--- src/rtl/uart_frame_pkg.sv ---
package uart_frame_pkg;
  typedef struct packed {
    logic       brk;
    logic       force_par;
    logic       even;
    logic       par_en;
    logic       two_stop;
    logic [1:0] len;
  } line_cfg_t;

  typedef enum logic [2:0] {ST_IDLE, ST_START, ST_DATA, ST_PAR, ST_STOP} frame_st_e;

  function automatic logic [3:0] char_bits(line_cfg_t c);
    return 4'd5 + {2'b00, c.len};
  endfunction

  function automatic logic [7:0] char_mask(line_cfg_t c);
    return 8'hff >> (4'd8 - char_bits(c));
  endfunction

  function automatic logic par_bit(logic [7:0] d, line_cfg_t c);
    if (c.force_par) return !c.even;
    return c.even ? ^(d & char_mask(c)) : ~^(d & char_mask(c));
  endfunction
endpackage

--- src/rtl/uart_tx_engine.sv ---
module uart_tx_engine
  import uart_frame_pkg::*;
#(
  parameter int TICKS_PER_BIT = 16,
  parameter int DATA_W        = 8
) (
  input  logic              clk_i,
  input  logic              rst_ni,
  input  logic              tick_i,
  input  line_cfg_t         cfg_i,
  input  logic [DATA_W-1:0] data_i,
  input  logic              valid_i,
  output logic              ready_o,
  output logic              txd_o
);
  localparam int CNT_W = $clog2(TICKS_PER_BIT);
  localparam logic [CNT_W-1:0] LAST = CNT_W'(TICKS_PER_BIT - 1);

  frame_st_e         state_q;
  logic [CNT_W-1:0]  cnt_q;
  logic [3:0]        bit_idx_q;
  logic [DATA_W-1:0] sh_q;
  line_cfg_t         cfg_q;
  logic              par_q, stop2_q, line_q;

  assign ready_o = (state_q == ST_IDLE) && !cfg_i.brk;
  assign txd_o   = !cfg_i.brk && line_q;

  always_ff @(posedge clk_i or negedge rst_ni) begin
    if (!rst_ni) begin
      state_q <= ST_IDLE; cnt_q <= '0; bit_idx_q <= '0; sh_q <= '0;
      cfg_q <= '0; par_q <= 1'b0; stop2_q <= 1'b0; line_q <= 1'b1;
    end else if (cfg_i.brk) begin
      state_q <= ST_IDLE; cnt_q <= '0; line_q <= 1'b1;
    end else if (state_q == ST_IDLE) begin
      if (valid_i) begin
        sh_q <= data_i; cfg_q <= cfg_i; par_q <= par_bit(data_i, cfg_i);
        state_q <= ST_START; cnt_q <= '0; bit_idx_q <= '0; line_q <= 1'b0;
      end
    end else if (tick_i) begin
      if (cnt_q != LAST) begin
        cnt_q <= cnt_q + 1'b1;
      end else begin
        cnt_q <= '0;
        unique case (state_q)
          ST_START: begin state_q <= ST_DATA; line_q <= sh_q[0]; end
          ST_DATA: begin
            if (bit_idx_q == char_bits(cfg_q) - 4'd1) begin
              if (cfg_q.par_en) begin state_q <= ST_PAR; line_q <= par_q; end
              else begin state_q <= ST_STOP; line_q <= 1'b1; stop2_q <= 1'b0; end
            end else begin
              bit_idx_q <= bit_idx_q + 4'd1;
              sh_q      <= sh_q >> 1;
              line_q    <= sh_q[1];
            end
          end
          ST_PAR: begin state_q <= ST_STOP; line_q <= 1'b1; stop2_q <= 1'b0; end
          ST_STOP: begin
            if (cfg_q.two_stop && !stop2_q) stop2_q <= 1'b1;
            else state_q <= ST_IDLE;
          end
          default: state_q <= ST_IDLE;
        endcase
      end
    end
  end

  AST_BREAK_ABORTS: assert property (@(posedge clk_i) disable iff (!rst_ni)
    cfg_i.brk |=> state_q == ST_IDLE);
  AST_START_LOW: assert property (@(posedge clk_i) disable iff (!rst_ni)
    (valid_i && ready_o) |=> (cfg_i.brk || !txd_o));
  AST_BIT_RANGE: assert property (@(posedge clk_i) disable iff (!rst_ni)
    state_q == ST_DATA |-> bit_idx_q < char_bits(cfg_q));
endmodule

--- src/rtl/uart_rx_engine.sv ---
module uart_rx_engine
  import uart_frame_pkg::*;
#(
  parameter int TICKS_PER_BIT = 16,
  parameter int DATA_W        = 8
) (
  input  logic              clk_i,
  input  logic              rst_ni,
  input  logic              tick_i,
  input  line_cfg_t         cfg_i,
  input  logic              rxd_i,
  input  logic              rd_i,
  output logic [DATA_W-1:0] data_o,
  output logic              rdy_o,
  output logic              perr_o,
  output logic              ferr_o
);
  localparam int CNT_W = $clog2(TICKS_PER_BIT);
  localparam logic [CNT_W-1:0] LAST = CNT_W'(TICKS_PER_BIT - 1);
  localparam logic [CNT_W-1:0] MID  = CNT_W'(TICKS_PER_BIT / 2 - 1);

  frame_st_e         state_q;
  logic [CNT_W-1:0]  cnt_q;
  logic [3:0]        bit_idx_q;
  logic [DATA_W-1:0] sh_q, aligned;
  line_cfg_t         cfg_q;
  logic              perr_pend_q, sync1_q, rxd_s;
  logic              done;

  assign aligned = sh_q >> (4'd8 - char_bits(cfg_q));
  assign done    = (state_q == ST_STOP) && tick_i && (cnt_q == LAST);

  always_ff @(posedge clk_i or negedge rst_ni) begin
    if (!rst_ni) begin
      sync1_q <= 1'b1; rxd_s <= 1'b1;
    end else begin
      sync1_q <= rxd_i; rxd_s <= sync1_q;
    end
  end

  always_ff @(posedge clk_i or negedge rst_ni) begin
    if (!rst_ni) begin
      state_q <= ST_IDLE; cnt_q <= '0; bit_idx_q <= '0; sh_q <= '0;
      cfg_q <= '0; perr_pend_q <= 1'b0;
    end else if (tick_i) begin
      unique case (state_q)
        ST_IDLE: if (!rxd_s) begin
          state_q <= ST_START; cnt_q <= '0; cfg_q <= cfg_i;
        end
        ST_START: begin
          if (cnt_q == MID) begin
            cnt_q <= '0; bit_idx_q <= '0; perr_pend_q <= 1'b0;
            state_q <= rxd_s ? ST_IDLE : ST_DATA;
          end else cnt_q <= cnt_q + 1'b1;
        end
        ST_DATA: begin
          if (cnt_q == LAST) begin
            cnt_q <= '0;
            sh_q  <= {rxd_s, sh_q[DATA_W-1:1]};
            if (bit_idx_q == char_bits(cfg_q) - 4'd1)
              state_q <= cfg_q.par_en ? ST_PAR : ST_STOP;
            else bit_idx_q <= bit_idx_q + 4'd1;
          end else cnt_q <= cnt_q + 1'b1;
        end
        ST_PAR: begin
          if (cnt_q == LAST) begin
            cnt_q <= '0; state_q <= ST_STOP;
            perr_pend_q <= rxd_s != par_bit(aligned, cfg_q);
          end else cnt_q <= cnt_q + 1'b1;
        end
        ST_STOP: begin
          if (cnt_q == LAST) begin cnt_q <= '0; state_q <= ST_IDLE; end
          else cnt_q <= cnt_q + 1'b1;
        end
        default: state_q <= ST_IDLE;
      endcase
    end
  end

  always_ff @(posedge clk_i or negedge rst_ni) begin
    if (!rst_ni) begin
      data_o <= '0; rdy_o <= 1'b0; perr_o <= 1'b0; ferr_o <= 1'b0;
    end else if (done) begin
      data_o <= aligned; rdy_o <= 1'b1; perr_o <= perr_pend_q; ferr_o <= !rxd_s;
    end else if (rd_i) begin
      rdy_o <= 1'b0; perr_o <= 1'b0; ferr_o <= 1'b0;
    end
  end

  AST_RDY_ON_DONE: assert property (@(posedge clk_i) disable iff (!rst_ni)
    done |=> rdy_o);
  AST_FALSE_START: assert property (@(posedge clk_i) disable iff (!rst_ni)
    (state_q == ST_START && tick_i && cnt_q == MID && rxd_s) |=> state_q == ST_IDLE);
  AST_ERR_WITH_RDY: assert property (@(posedge clk_i) disable iff (!rst_ni)
    (perr_o || ferr_o) |-> rdy_o);
  AST_READ_CLEARS: assert property (@(posedge clk_i) disable iff (!rst_ni)
    (rd_i && !done) |=> (!rdy_o && !perr_o && !ferr_o));
endmodule

--- src/rtl/uart_frame_core.sv ---
module uart_frame_core
  import uart_frame_pkg::*;
#(
  parameter int TICKS_PER_BIT = 16,
  parameter int DATA_W        = 8
) (
  input  logic              clk_i,
  input  logic              rst_ni,
  input  logic              tick16_i,
  input  logic [6:0]        line_ctrl_i,
  input  logic [DATA_W-1:0] tx_data_i,
  input  logic              tx_valid_i,
  output logic              tx_ready_o,
  output logic              txd_o,
  input  logic              rxd_i,
  input  logic              rx_read_i,
  output logic [DATA_W-1:0] rx_data_o,
  output logic              rx_ready_o,
  output logic              parity_err_o,
  output logic              frame_err_o
);
  line_cfg_t cfg;
  assign cfg = line_cfg_t'(line_ctrl_i);

  uart_tx_engine #(.TICKS_PER_BIT(TICKS_PER_BIT), .DATA_W(DATA_W)) u_tx (
    .clk_i(clk_i), .rst_ni(rst_ni), .tick_i(tick16_i), .cfg_i(cfg),
    .data_i(tx_data_i), .valid_i(tx_valid_i), .ready_o(tx_ready_o), .txd_o(txd_o)
  );

  uart_rx_engine #(.TICKS_PER_BIT(TICKS_PER_BIT), .DATA_W(DATA_W)) u_rx (
    .clk_i(clk_i), .rst_ni(rst_ni), .tick_i(tick16_i), .cfg_i(cfg),
    .rxd_i(rxd_i), .rd_i(rx_read_i), .data_o(rx_data_o), .rdy_o(rx_ready_o),
    .perr_o(parity_err_o), .ferr_o(frame_err_o)
  );

  AST_BREAK_NOT_READY: assert property (@(posedge clk_i) disable iff (!rst_ni)
    cfg.brk |-> !tx_ready_o && !txd_o);
endmodule

--- config.mk ---
export PLATFORM = sky130hd
export DESIGN_NAME = uart_frame_core
export DESIGN_NICKNAME = d
export VERILOG_FILES = /design/src/rtl/uart_frame_pkg.sv /design/src/rtl/uart_tx_engine.sv /design/src/rtl/uart_rx_engine.sv /design/src/rtl/uart_frame_core.sv
export SDC_FILE = /design/constraint.sdc
export NUM_CORES = 1
export LEC_CHECK = 0
export ABC_AREA = 1
export BUFFER_PORTS_ARGS = -buffer_cell sky130_fd_sc_hd__buf_4
export CAP_MARGIN = 20
export CORE_ASPECT_RATIO = 1.1
export CORE_MARGIN = 5
export CORE_UTILIZATION = 54
export DETAILED_ROUTE_END_ITERATION = 16
export PLACE_DENSITY = 0.78
export SYNTH_ARGS = -nofsm -noshare
export SYNTH_HDL_FRONTEND = slang
export SYNTH_HIERARCHICAL = 1
export SYNTH_SLANG_ARGS = --single-unit
--- constraint.sdc ---
create_clock -name clk_i -period 2.2 [get_ports clk_i]
set_clock_uncertainty 0.05 [all_clocks]
set_input_delay 0.22 -clock clk_i [delete_from_list [all_inputs] [get_ports clk_i]]
set_output_delay 0.22 -clock clk_i [all_outputs]
set_load 0.01 [all_outputs]
# After elaboration in Yosys (flattened, before gate mapping)
# Cells that the tools add are included.
dict set report word_totals {
  word_cells 192
  reg_bits 64
  inputBits 21
}
dict set report op_classes {
  bitwise_logic 6
  reduce_logical 38
  eq_ne 31
  muxes 78
  add_sub_neg 11
  n_shift 3
}
# cell n
set op_table {}
lappend op_table {{$mux W4} 16}
lappend op_table {{$mux W8} 6}
lappend op_table {{$mux W3} 15}
lappend op_table {{$mux W1} 33}
lappend op_table {{$add A4 B1 Y4 const B} 4}
lappend op_table {{$and A8 B8 Y8} 2}
lappend op_table {{$ne A2 B1 Y1 const B} 8}
lappend op_table {{$reduce_xnor A8 Y1} 2}
lappend op_table {{$reduce_xor A8 Y1} 2}
lappend op_table {{$shr A8 B4 Y8 const A} 2}
lappend op_table {{$pmux W3 S5} 1}
lappend op_table {{$add A3 B2 Y4 const A} 3}
lappend op_table {{$eq A3 B2 Y1 const B} 4}
lappend op_table {{$pmux W3 S4} 1}
lappend op_table {{$pmux W4 S3} 1}
lappend op_table {{$reduce_and A3 Y1} 4}
lappend op_table {{$ne A2 B2 Y1 const B} 5}
lappend op_table {{$reduce_and A5 Y1} 2}
lappend op_table {{$reduce_bool A2 Y1} 5}
lappend op_table {{$reduce_bool A3 Y1} 3}
lappend op_table {{$eq A4 B4 Y1} 2}
lappend op_table {{$pmux W4 S2} 1}
lappend op_table {{$reduce_and A4 Y1} 2}
lappend op_table {{$reduce_and A8 Y1} 1}
lappend op_table {{25 further kinds} 42}

# Longest topological paths before layout
# Gate-level depths: netlist of the first run.
dict set report logic_depth {
  ltp_word 13
  depth_mapped 19
  depth_no_buf 18
}

# Hierarchy
# Netlist of the first run, hierarchy kept.
# mod area_per_inst_um2 n_inst cells_per_inst seq_area_each_um2
set modules_own_cells {}
lappend modules_own_cells {uart_rx_engine 2218.4 1 312 953.4}
lappend modules_own_cells {uart_tx_engine 1549.0 1 206 651.9}

# Least setup slack after synthesis of the first run
# No wires, ideal clock.
dict set report synth_timing {
  path_kind {reg2reg}
  start {reg u_rx/cfg_q[0] in the netlist's numbering}
  end {reg u_rx.perr_pend_q}
  required_time_ps 2033
  path_slack_ps 23
  setup_time_ps 117
  arrival_ps 2010
  path_buffers 1
  stages_incl_launch_ff 18
  cell_sequence {dfrtp_1 > inv_2 > buf_6 > ha_1 > inv_1 > nand2_1 > nand2_2 > nand3_1 > nand2_1 > nand2_1 > nand2_1 > nand2_1 > nand2_1 > nand2_1 > nand2_2 > nand4_1 > nand3_1 > nand2_1}
}
dict set report synth_between {
  elab_chain_cells 13
  elab_cells_between_ends 15
  classes_between {add/sub (2); eq/ne (1); shift (2); mux (7); bitwise (1); reduce/logical (2)}
}
# item line_no
set synth_lines {}
lappend synth_lines {{start: declaration} uart_rx_engine.sv:26} ;# line_cfg_t cfg_q;
lappend synth_lines {{start signal: assignment} uart_rx_engine.sv:44} ;# cfg_q <= '0; perr_pend_q <= 1'b0;
lappend synth_lines {{start signal: assignment} uart_rx_engine.sv:48} ;# state_q <= ST_START; cnt_q <= '0; cfg_q <= cfg_i;
lappend synth_lines {{$add A3 B2 Y4 *} uart_frame_pkg.sv:14} ;# return 4'd5 + {2'b00, c.len};
lappend synth_lines {{$sub A4 B4 Y4 *} {uart_frame_pkg.sv:18, uart_rx_engine.sv:30}}
lappend synth_lines {{$shr A8 B4 Y8 (on tied branches)} {uart_rx_engine.sv:30, uart_frame_pkg.sv:18}}
lappend synth_lines {{$and A8 B8 Y8 *} uart_frame_pkg.sv:23} ;# return c.even ? ^(d & char_mask(c)) : ~^(d & char_mask(c));
lappend synth_lines {{$reduce_xnor A8 Y1 / $reduce_xor A8 Y1 (equally long branches)} uart_frame_pkg.sv:23}
lappend synth_lines {{$mux W1 * (2 in series)} uart_frame_pkg.sv:23}
lappend synth_lines {{$mux W1 *} uart_rx_engine.sv:66} ;# if (cnt_q == LAST) begin
lappend synth_lines {{$mux W1 *} uart_rx_engine.sv:46} ;# unique case (state_q)
lappend synth_lines {{$mux W1 *} uart_rx_engine.sv:45} ;# end else if (tick_i) begin
lappend synth_lines {{$ne A1 B1 Y1 *} uart_rx_engine.sv:68} ;# perr_pend_q <= rxd_s != par_bit(aligned, cfg_q);
lappend synth_lines {{$mux W1 *} uart_rx_engine.sv:66}
lappend synth_lines {{$pmux W1 S2 *} uart_rx_engine.sv:46}
lappend synth_lines {{end signal: assignment} uart_rx_engine.sv:68}
lappend synth_lines {{end: declaration} uart_rx_engine.sv:27} ;# logic perr_pend_q, sync1_q, rxd_s;
# Every way passes the cells marked *; elsewhere a longest branch is shown, timed or not. The select of a mux whose other input is x is not followed.
# A chain may end at the register's enable or synchronous reset.

# Worst setup path in the final report of the first run
# Same ends and word-level chain as after synthesis.

==> impl_table.tex, run 1 <==
\begin{tabular}{lr}
\hline
Metric & Value \\
\hline
\multicolumn{2}{l}{\textbf{Outcome}} \\
\quad Status & finished clean \\
\multicolumn{2}{l}{\textbf{Final layout}} \\
\quad Multi-input combinational cell area & $\sim$0.0019 mm2 \\
\quad Fraction of final layout cells sized beyond drive strength 1 & 18.1\% \\
\quad Number of nets in the layout & 592 \\
\quad Combined flip-flop and latch cell area & 0.00161 mm2 \\
\quad Number of cells in the finished layout apart from fillers & 653 \\
\quad Area Overhead vs Synth & 16.6\% \\
\quad Post-route core utilization & 63.4\% \\
\quad Fillers & approximately 600 \\
\quad Ant diodes & 0 \\
\multicolumn{2}{l}{\textbf{Worst setup path}} \\
\quad Category of the most critical setup path & reg2reg \\
\quad Maximum fanout along the worst path & 5 \\
\quad Worst Path Required & 2380 ps \\
\quad Critical path capture point type & flop \\
\quad Arrival time at the worst endpoint & 2220 ps \\
\quad Worst Setup Start Kind & flop \\
\multicolumn{2}{l}{\textbf{STA}} \\
\quad Share of the clock period used by the worst path after layout & 92.5\% \\
\quad Count of endpoints failing hold in the final timing report & 0 \\
\quad Max-slew headroom at the worst pin & between 40\% and 50\% \\
\quad Slew at the pin closest to its max-slew limit & a little under 800 ps \\
\quad Fin Setup TNS & 0 ps \\
\quad Clock period minus worst slack & between 2000 and 2500 ps \\
\quad Final setup viols & 0 \\
\quad Number of max-slew violations in the final report & 0 \\
\quad Fmax & just under 0.5 GHz \\
\multicolumn{2}{l}{\textbf{CTS}} \\
\quad H-tree depth & 3 \\
\quad Cell at the root of the clock tree & clkbuf\_8 \\
\quad Clock buffer count from CTS & 9 \\
\quad Register clock-pin slew on the reported worst setup and hold paths & $\sim$70 ps \\
\quad TritonCTS clock tree & yes \\
\quad Worst-Skew Late Latency & about 340 ps \\
\quad Max clock buf depth & 2 \\
\quad Clock Sink Count & 64 \\
\multicolumn{2}{l}{\textbf{Drt}} \\
\quad Average routed wire per standard cell & about 13 um \\
\quad Router iterations before antenna repair & 5 \\
\quad Violation count after the first detailed-route iteration & 170 \\
\quad Average vias per placed instance & about 5.4 \\
\quad DRT antenna net count & 0 \\
\quad Post-route DRC & 0 \\
\quad Routed vias & between 3000 and 4000 \\
\quad Detailed-route wire length & around 8300 um \\
\multicolumn{2}{l}{\textbf{Floorplan}} \\
\quad Die area & about 0.0087 mm2 \\
\quad \# IOs & 34 \\
\quad Effective utilization at floorplan & between 50\% and 60\% \\
\quad Std-Cell Core Area & about 0.007 mm2 \\
\quad Placement row count & 32 \\
\quad Die width & roughly 90 um \\
\quad Die height & 97.6 um \\
\multicolumn{2}{l}{\textbf{Power}} \\
\quad Net switching power figure & about 2500 uW \\
\quad Leakage power & 0.00228 uW \\
\quad Switching share of power & between 40 and 50\% \\
\quad Worst IR drop on VDD & about 0.69 mV \\
\quad Internal power & between 3000 and 4000 uW \\
\quad Part of the power in the clock network & a little under a fifth \\
\quad Combinational cell fraction of total power & between 50\% and 60\% \\
\quad Seq pwr share & between 30\% and 40\% \\
\quad Power density normalized to cell area & $\sim$1300 mW/mm2 \\
\multicolumn{2}{l}{\textbf{Logic synthesis}} \\
\quad Fraction of post-synthesis cell area in the top cell type by area & about two fifths \\
\quad Most area-consuming cells after synthesis & dfrtp\_1 41\%, nand2\_1 17\%, inv\_1 6.5\%, o21ai\_0 5.6\%, nand3\_1 5.0\% \\
\quad Gate count of the mapped netlist & between 500 and 600 \\
\quad Sequential fraction of the synthesis area & $\sim$43\% \\
\quad Mean Syn Cell Area & slightly above 7 um2 \\
\quad Yosys Warn Count & 6 \\
\quad Largest family of logic cells by synthesized area & simple AND/OR/NAND/NOR gates \\
\quad Area fraction in compound gates after synthesis & about an eighth \\
\quad Count of unique library cells instantiated by Yosys & 37 \\
\quad Xor and xnor fraction of the mapped netlist area & roughly 1.6\% \\
\quad Netlist Area Pre-Place & roughly 0.0038 mm2 \\
\quad Share of cell area taken by muxes after synthesis & $\sim$1.4\% \\
\quad Flip-flop and latch count after synthesis & 64 \\
\quad Simple-gate area share of the yosys netlist & approximately 30\% \\
\quad Arithmetic-cell share of the synthesized area counting full adders, half adders and majority gates & approximately 2.7\% \\
\quad Top cell type by total area after synthesis & dfrtp\_1 \\
\quad Synthesized net count & around 550 \\
\multicolumn{2}{l}{\textbf{Placed design}} \\
\quad Half-perimeter wire length after placement & $\sim$5700 um \\
\quad RePlAce Congestion & about 0.9 \\
\quad Count of input and output buffers & 33 \\
\quad Number of cells after detailed placement & around 630 \\
\multicolumn{2}{l}{\textbf{GRT}} \\
\quad Total routing resource utilization after global routing & between 20\% and 30\% \\
\quad Vias in the first global route & about 3300 \\
\quad Global-route wire length before repair & 14100 um \\
\quad Initial antenna violation count & 0 \\
\quad Pin count of the biggest net entering global routing & 65 \\
\quad Total global routing overflow & 0 \\
\multicolumn{2}{l}{\textbf{Run}} \\
\quad Max-cap violations & 0 \\
\multicolumn{2}{l}{\textbf{Worst hold path}} \\
\quad Hold Path Class & in2reg \\
\hline
\end{tabular}
-- power by group through the flow --
stage	clock network, uW	logic [uW]	registers (uW)
after global routing	1080	3200	1780
after floorplan	0	2030	1690
after detailed placement	0	2450	1740
after CTS	1030	2490	1730
final	1000	2800	1740
after global placement	0	2390	1740
-- metrics by stage --
| stage | instance area [um2] | hold WS, ps | power, uW | worst slack (ps) |
|---|---|---|---|---|
| 2_1_floorplan | 3770 | -126 | 3730 | 23.0 |
| 4_1_cts | 4300 | 9.07 | 5250 | 20.6 |
| 6_report | 4390 | 25.3 | 5540 | 164 |
| 5_1_grt | 4390 | 30.6 | 6060 | -78.2 |
| 3_3_place_gp | 4080 | 280 | 4130 | 109 |
| 3_5_place_dp | 4080 | 279 | 4200 | 16.4 |
-- timing repair --
action,4_1_cts,5_1_grt
pin swaps,1,6
endpoints found under the hold margin,62,0
hold buffers,2,0
gates cloned,0,2
setup endpoints to repair,1,8
gates resized for setup,0,24
setup buffers,1,1
-- kinds of logic after synthesis --
family | Yosys count
mux | 5
flops | 64
buf+inv | 78
xor+xnor | 7
simple gates | 269
compound gates | 87
fa+ha+maj | 8
-- cell type report --
class                      count  share of cell area, %
multi-input combinational    378                   43.6
sequential                    64                   36.5
timing repair buffer          41                   7.12
inverter                      69                   6.01
clock buffer                  12                   3.30
tap                           85                   2.42
clock inverter                 4                   1.03
-- critical path, cell delays in order (launching register included) --
cell     delay, ps
dfrtp_1        420
inv_2           90
ha_4           210
inv_4           90
nand3_1         90
inv_1           90
nand2_1        110
nor2_1         130
nand2_1         80
nand2_1         90
nand3_1        100
nand2_1         90
nand2_2         60
nand3_1         70
nand2_1         50
nand3_1         60
nand2_1         50
-- cell usage after synthesis --
cell type and instances:
a211oi_1 2, nor2_2 3, xor2_1 5, nand3_1 38, o21ai_0 42, and3_1 2
xnor2_1 2, o211ai_1 1, nor2_1 30, a31oi_1 1, o22ai_1 2, inv_2 3
inv_4 1, nand3_2 1, dfrtp_1 61, buf_4 1, mux2_2 2, a21oi_1 18
buf_6 4, a21boi_1 1, nand2_2 12, buf_2 2, nor3_1 5, o21ai_2 3
dfstp_2 3, nand4_1 6, nand2_1 168, nor2_4 2, o21a_1 2, or2_2 1
or2_1 1, ha_1 8, inv_1 65, o21ai_1 14, o2111ai_1 1, mux2i_1 3
clkbuf_1 2
-- worst paths after layout --
check / endpoint / depth (start not counted) / slack [ps] / start
min in group asynchronous: u_rx/data_o[1] / 2 / 460 / rst_ni
setup / recovery: u_rx/perr_pend_q / 16 / 160 / u_rx/cfg_q[0]
hold / removal: u_tx/cfg_q[2] / 3 / 30 / line_ctrl_i[2]
hold reg to reg: u_rx/rxd_s / 0 / 310 / u_rx/sync1_q
setup reg to reg: u_rx/perr_pend_q / 16 / 160 / u_rx/cfg_q[0]
max in group asynchronous: u_tx/sh_q[1] / 2 / 1110 / rst_ni
-- cell usage in the layout (no fill, tap or decap), types with 4 or more instances in the layout --
cell | Yosys | routed
ha_1 | 8 | 7
buf_4 | 1 | 39
a21oi_1 | 18 | 18
nand3_1 | 38 | 36
nand2_4 | 0 | 4
o21ai_0 | 42 | 40
nor2_1 | 30 | 29
nand2_1 | 168 | 159
xor2_1 | 5 | 5
clkbuf_8 | 0 | 10
nor3_1 | 5 | 5
inv_2 | 3 | 5
inv_1 | 65 | 62
dfrtp_1 | 61 | 61
nand2_2 | 12 | 19
nand4_1 | 6 | 6
o21ai_2 | 3 | 4
o21ai_1 | 14 | 15
nor2_2 | 3 | 4
-- registers in the layout, indices dropped and copies added (netlist names) --
signal	count
u_rx/rdy_o	1
u_rx/cnt_q	4
u_rx/rxd_s	1
u_tx/stop2_q	1
u_rx/sync1_q	1
u_rx/data_o	8
u_rx/bit_idx_q	4
u_tx/cfg_q	4
u_tx/state_q	3
u_rx/perr_o	1
u_tx/cnt_q	4
u_tx/bit_idx_q	4
u_tx/sh_q	8
u_rx/state_q	3
u_tx/line_q	1
u_tx/par_q	1
u_rx/sh_q	8
u_rx/ferr_o	1
u_rx/cfg_q	5
u_rx/perr_pend_q	1
-- metal layers --
layer	track usage [%]	part of all wire (%)
met1	25.6	45
met2	33.1	49
met3	3.82	4.2
met4	8.13	1.6
met5	0	0
Power figures use the tool's default switching activity.
==> run 2: changes to the inputs <==
--- a/config.mk
+++ b/config.mk
@@ -15,5 +15,4 @@
 export PLACE_DENSITY = 0.78
 export SYNTH_ARGS = -nofsm -noshare
 export SYNTH_HDL_FRONTEND = slang
-export SYNTH_HIERARCHICAL = 1
 export SYNTH_SLANG_ARGS = --single-unit
==> run 2 against run 1 <==
Clock power is 14% higher. Synthesized cell count is 2.9% higher. Total power grew 21%. Combinational power rose by 41%. Count of clock-buffer cells in the layout is 2 lower.
==> impl_table.tex, run 2 <==
\begin{tabular}{lr}
\hline
Metric & Value \\
\hline
\multicolumn{2}{l}{\textbf{STA}} \\
\quad Slew at the pin closest to its max-slew limit & a little over 800 ps \\
\quad Final setup viols & 0 \\
\quad Unrepaired setup endpoints after global routing & yes \\
\quad Count of endpoints failing hold in the final timing report & 0 \\
\quad Fin Setup TNS & 0 ps \\
\quad Clock period minus worst slack & 2120 ps \\
\quad Share of the clock period used by the worst path after layout & just under 100\% \\
\quad Max-slew headroom at the worst pin & between 40 and 50\% \\
\quad Final worst slack & around 78 ps \\
\quad Fmax & around 0.47 GHz \\
\quad Worst hold margin & 17.6 ps \\
\quad Number of max-slew violations in the final report & 0 \\
\multicolumn{2}{l}{\textbf{Placed design}} \\
\quad Pre-CTS worst setup slack & $\sim$0.23 ps \\
\quad Count of input and output buffers & 33 \\
\quad RePlAce Congestion & 0.919 \\
\quad Number of cells after detailed placement & 647 \\
\quad Half-perimeter wire length after placement & 5970 um \\
\multicolumn{2}{l}{\textbf{Power}} \\
\quad Worst IR drop on VDD & approximately 0.75 mV \\
\quad Power density normalized to cell area & 1420 mW/mm2 \\
\quad Total design power & roughly 6700 uW \\
\quad Leakage power & approximately 0.0024 uW \\
\multicolumn{2}{l}{\textbf{Floorplan}} \\
\quad Effective utilization at floorplan & roughly 56\% \\
\quad Die area & roughly 0.0091 mm2 \\
\quad Std-Cell Core Area & around 0.0071 mm2 \\
\quad Die width & 91.6 um \\
\quad \# IOs & 34 \\
\quad Placement row count & 32 \\
\quad Die height & $\sim$100 um \\
\multicolumn{2}{l}{\textbf{Logic synthesis}} \\
\quad Sequential fraction of the synthesis area & 40.6\% \\
\quad Largest family of logic cells by synthesized area & simple AND/OR/NAND/NOR gates \\
\quad Most area-consuming cells after synthesis & dfrtp\_1 39\%, nand2\_1 17\%, inv\_1 6.2\%, o21ai\_0 5.7\%, nand3\_1 4.4\% \\
\quad Top flip-flop cell by instance count after synthesis & dfrtp\_1 \\
\quad Most used standard cell by instance count after synthesis & nand2\_1 \\
\quad Count of unique library cells instantiated by Yosys & 41 \\
\quad Arithmetic-cell share of the synthesized area counting full adders, half adders and majority gates & under 10\% \\
\quad Simple-gate area share of the yosys netlist & 31.8\% \\
\quad Netlist Area Pre-Place & 0.00395 mm2 \\
\quad Synth cell count leaders & 177 x nand2\_1, 65 x inv\_1, 61 x dfrtp\_1 \\
\quad Fraction of post-synthesis cell area in the top cell type by area & 38.6\% \\
\quad Flip-flop and latch count after synthesis & 64 \\
\quad Yosys Warn Count & 0 \\
\quad Asr flop ratio synth & 100\% \\
\quad Top cell type by total area after synthesis & dfrtp\_1 \\
\quad EDFF count, synth & 0 \\
\quad Synthesized net count & between 500 and 600 \\
\quad Gate count of the mapped netlist & 533 \\
\quad Xor and xnor fraction of the mapped netlist area & roughly 2.4\% \\
\quad Mean Syn Cell Area & approximately 7.4 um2 \\
\quad Area fraction in compound gates after synthesis & approximately 13\% \\
\quad Share of cell area taken by muxes after synthesis & 0\% \\
\multicolumn{2}{l}{\textbf{GRT}} \\
\quad Total routing resource utilization after global routing & between 10\% and 20\% \\
\quad Initial antenna violation count & 0 \\
\quad Pin count of the biggest net entering global routing & 65 \\
\quad Total global routing overflow & 0 \\
\quad Global-route wire length before repair & $\sim$14000 um \\
\quad Vias in the first global route & between 3000 and 4000 \\
\multicolumn{2}{l}{\textbf{Worst setup path}} \\
\quad Arrival time at the worst endpoint & approximately 2300 ps \\
\quad Category of the most critical setup path & reg2reg \\
\quad Critical path capture point type & flop \\
\quad Maximum fanout along the worst path & 7 \\
\quad Worst Path Required & about 2400 ps \\
\quad Worst Setup Start Kind & flop \\
\multicolumn{2}{l}{\textbf{CTS}} \\
\quad Max clock buf depth & 2 \\
\quad Register clock-pin slew on the reported worst setup and hold paths & 80 ps \\
\quad H-tree depth & 3 \\
\quad Worst-Skew Late Latency & around 350 ps \\
\quad TritonCTS clock tree & yes \\
\quad Clock Sink Count & 64 \\
\quad Cell at the root of the clock tree & clkbuf\_8 \\
\quad Clock buffer count from CTS & 9 \\
\multicolumn{2}{l}{\textbf{Drt}} \\
\quad Post-route DRC & 0 \\
\quad Routed vias & approximately 3500 \\
\quad Detailed-route wire length & 8770 um \\
\quad Violation count after the first detailed-route iteration & between 150 and 200 \\
\quad Average routed wire per standard cell & 13.1 um \\
\quad Router iterations before antenna repair & 5 \\
\quad DRT antenna net count & 0 \\
\quad Average vias per placed instance & between 5 and 6 \\
\multicolumn{2}{l}{\textbf{Final layout}} \\
\quad Number of nets in the layout & 611 \\
\quad Number of cells in the finished layout apart from fillers & 672 \\
\quad Ant diodes & 0 \\
\quad Area Overhead vs Synth & 19.8\% \\
\quad Commonest non-fill, non-tap cell in the layout & nand2\_1 \\
\quad Fillers & between 500 and 600 \\
\quad Leading cell types in the layout, fill and taps excluded & 160 x nand2\_1, 63 x inv\_1, 60 x dfrtp\_1, 45 x o21ai\_0, 43 x buf\_4 \\
\quad Top Registers & u\_rx.data\_o x8, u\_rx.sh\_q x8, u\_tx.sh\_q x8 \\
\quad Fraction of final layout cells sized beyond drive strength 1 & $\sim$23\% \\
\multicolumn{2}{l}{\textbf{Outcome}} \\
\quad Status & finished clean \\
\multicolumn{2}{l}{\textbf{Run}} \\
\quad Max-cap violations & 0 \\
\multicolumn{2}{l}{\textbf{Worst hold path}} \\
\quad Hold Path Class & in2reg \\
\hline
\end{tabular}
-- run 2: changes by cell type after synthesis, sizes merged, moves of 3 or more --
cell / previous run / this run
a21oi: 18 / 11
nand2: 180 / 183
a31oi: 1 / 8
o31ai: 0 / 4
inv: 69 / 74
mux2i: 3 / 0
nor3: 5 / 9
o21ai: 59 / 50
xnor2: 2 / 7
nor2: 35 / 44
-- run 2: critical path, cell delays in order, from the launching register on --
cell	delay (ps)
dfrtp_1	410
inv_2	70
ha_4	330
inv_6	60
nand2_4	80
nand2_8	90
nand2_2	90
nand3_2	130
inv_2	120
nand2_1	60
nand3_1	110
nand2_1	70
nand2_1	90
nand3_1	80
nand2_1	60
nand2_1	50
nand2_1	50
nand2_1	40
-- run 2: cells by family (layout without fill, tap and decap cells) --
group           count (synthesis)  after routing
simple gates                  285            287
buf+inv                        83            135
compound gates                 82             82
flops                          64             64
xor+xnor                       11             11
fa+ha+maj                       8              8
-- run 2: routing by layer --
layer | up-vias | track usage [%] | wire, um
met5 | - | 0 | 0
met1 | 1634 | 23.4 | 3780
met4 | 0 | 8.93 | 138
met3 | 18 | 2.80 | 376
li1 | 1803 | - | -
met2 | 85 | 33.5 | 4480
-- run 2: per-stage QoR --
stage	cell area (um2)	utilization (%)
after floorplan	3950	-
after global placement	4260	60.2
after detailed placement	4260	60.2
after CTS	4520	63.7
after global routing	4730	66.8
final	4730	66.8
-- run 2: path summary, 6_finish.rpt --
kind	start	end	slack [ps]	cells after the start
max in group asynchronous	rst_ni	u_rx.cfg_q[0]	1080	2
setup / recovery	u_rx.cfg_q[1]	u_rx.perr_pend_q	80	17
min in group asynchronous	rst_ni	u_rx.data_o[1]	450	2
hold / removal	rx_read_i	u_rx.rdy_o	20	2
hold reg to reg	u_rx.sync1_q	u_rx.rxd_s	310	0
setup reg to reg	u_rx.cfg_q[1]	u_rx.perr_pend_q	80	17
-- run 2: final cells by class --
cell class / instances / area (um2) / area share, %
Clock buffer: 10 / 128 / 2.70
Clock inverter: 6 / 92.6 / 1.96
Tap cell: 85 / 106 / 2.25
Timing Repair Buffer: 45 / 343 / 7.24
Inverter: 74 / 290 / 6.13
Sequential cell: 64 / 1610 / 34.0
Multi-Input combinational cell: 388 / 2170 / 45.8
-- run 2: repair_timing --
| action | 4_1_cts | 5_1_grt |
|---|---|---|
| buffers inserted | 0 | 5 |
| endpoints found under the hold margin | 62 | 0 |
| gates resized for setup | 1 | 45 |
| setup endpoints to repair | 1 | 8 |
| hold buffers | 2 | 0 |
| pin swaps | 0 | 12 |
| cloned | 0 | 2 |
-- run 2: where the power goes --
part | switching [uW] | internal, uW
clock network | 491 | 644
registers | 196 | 1440
logic | 2550 | 1400
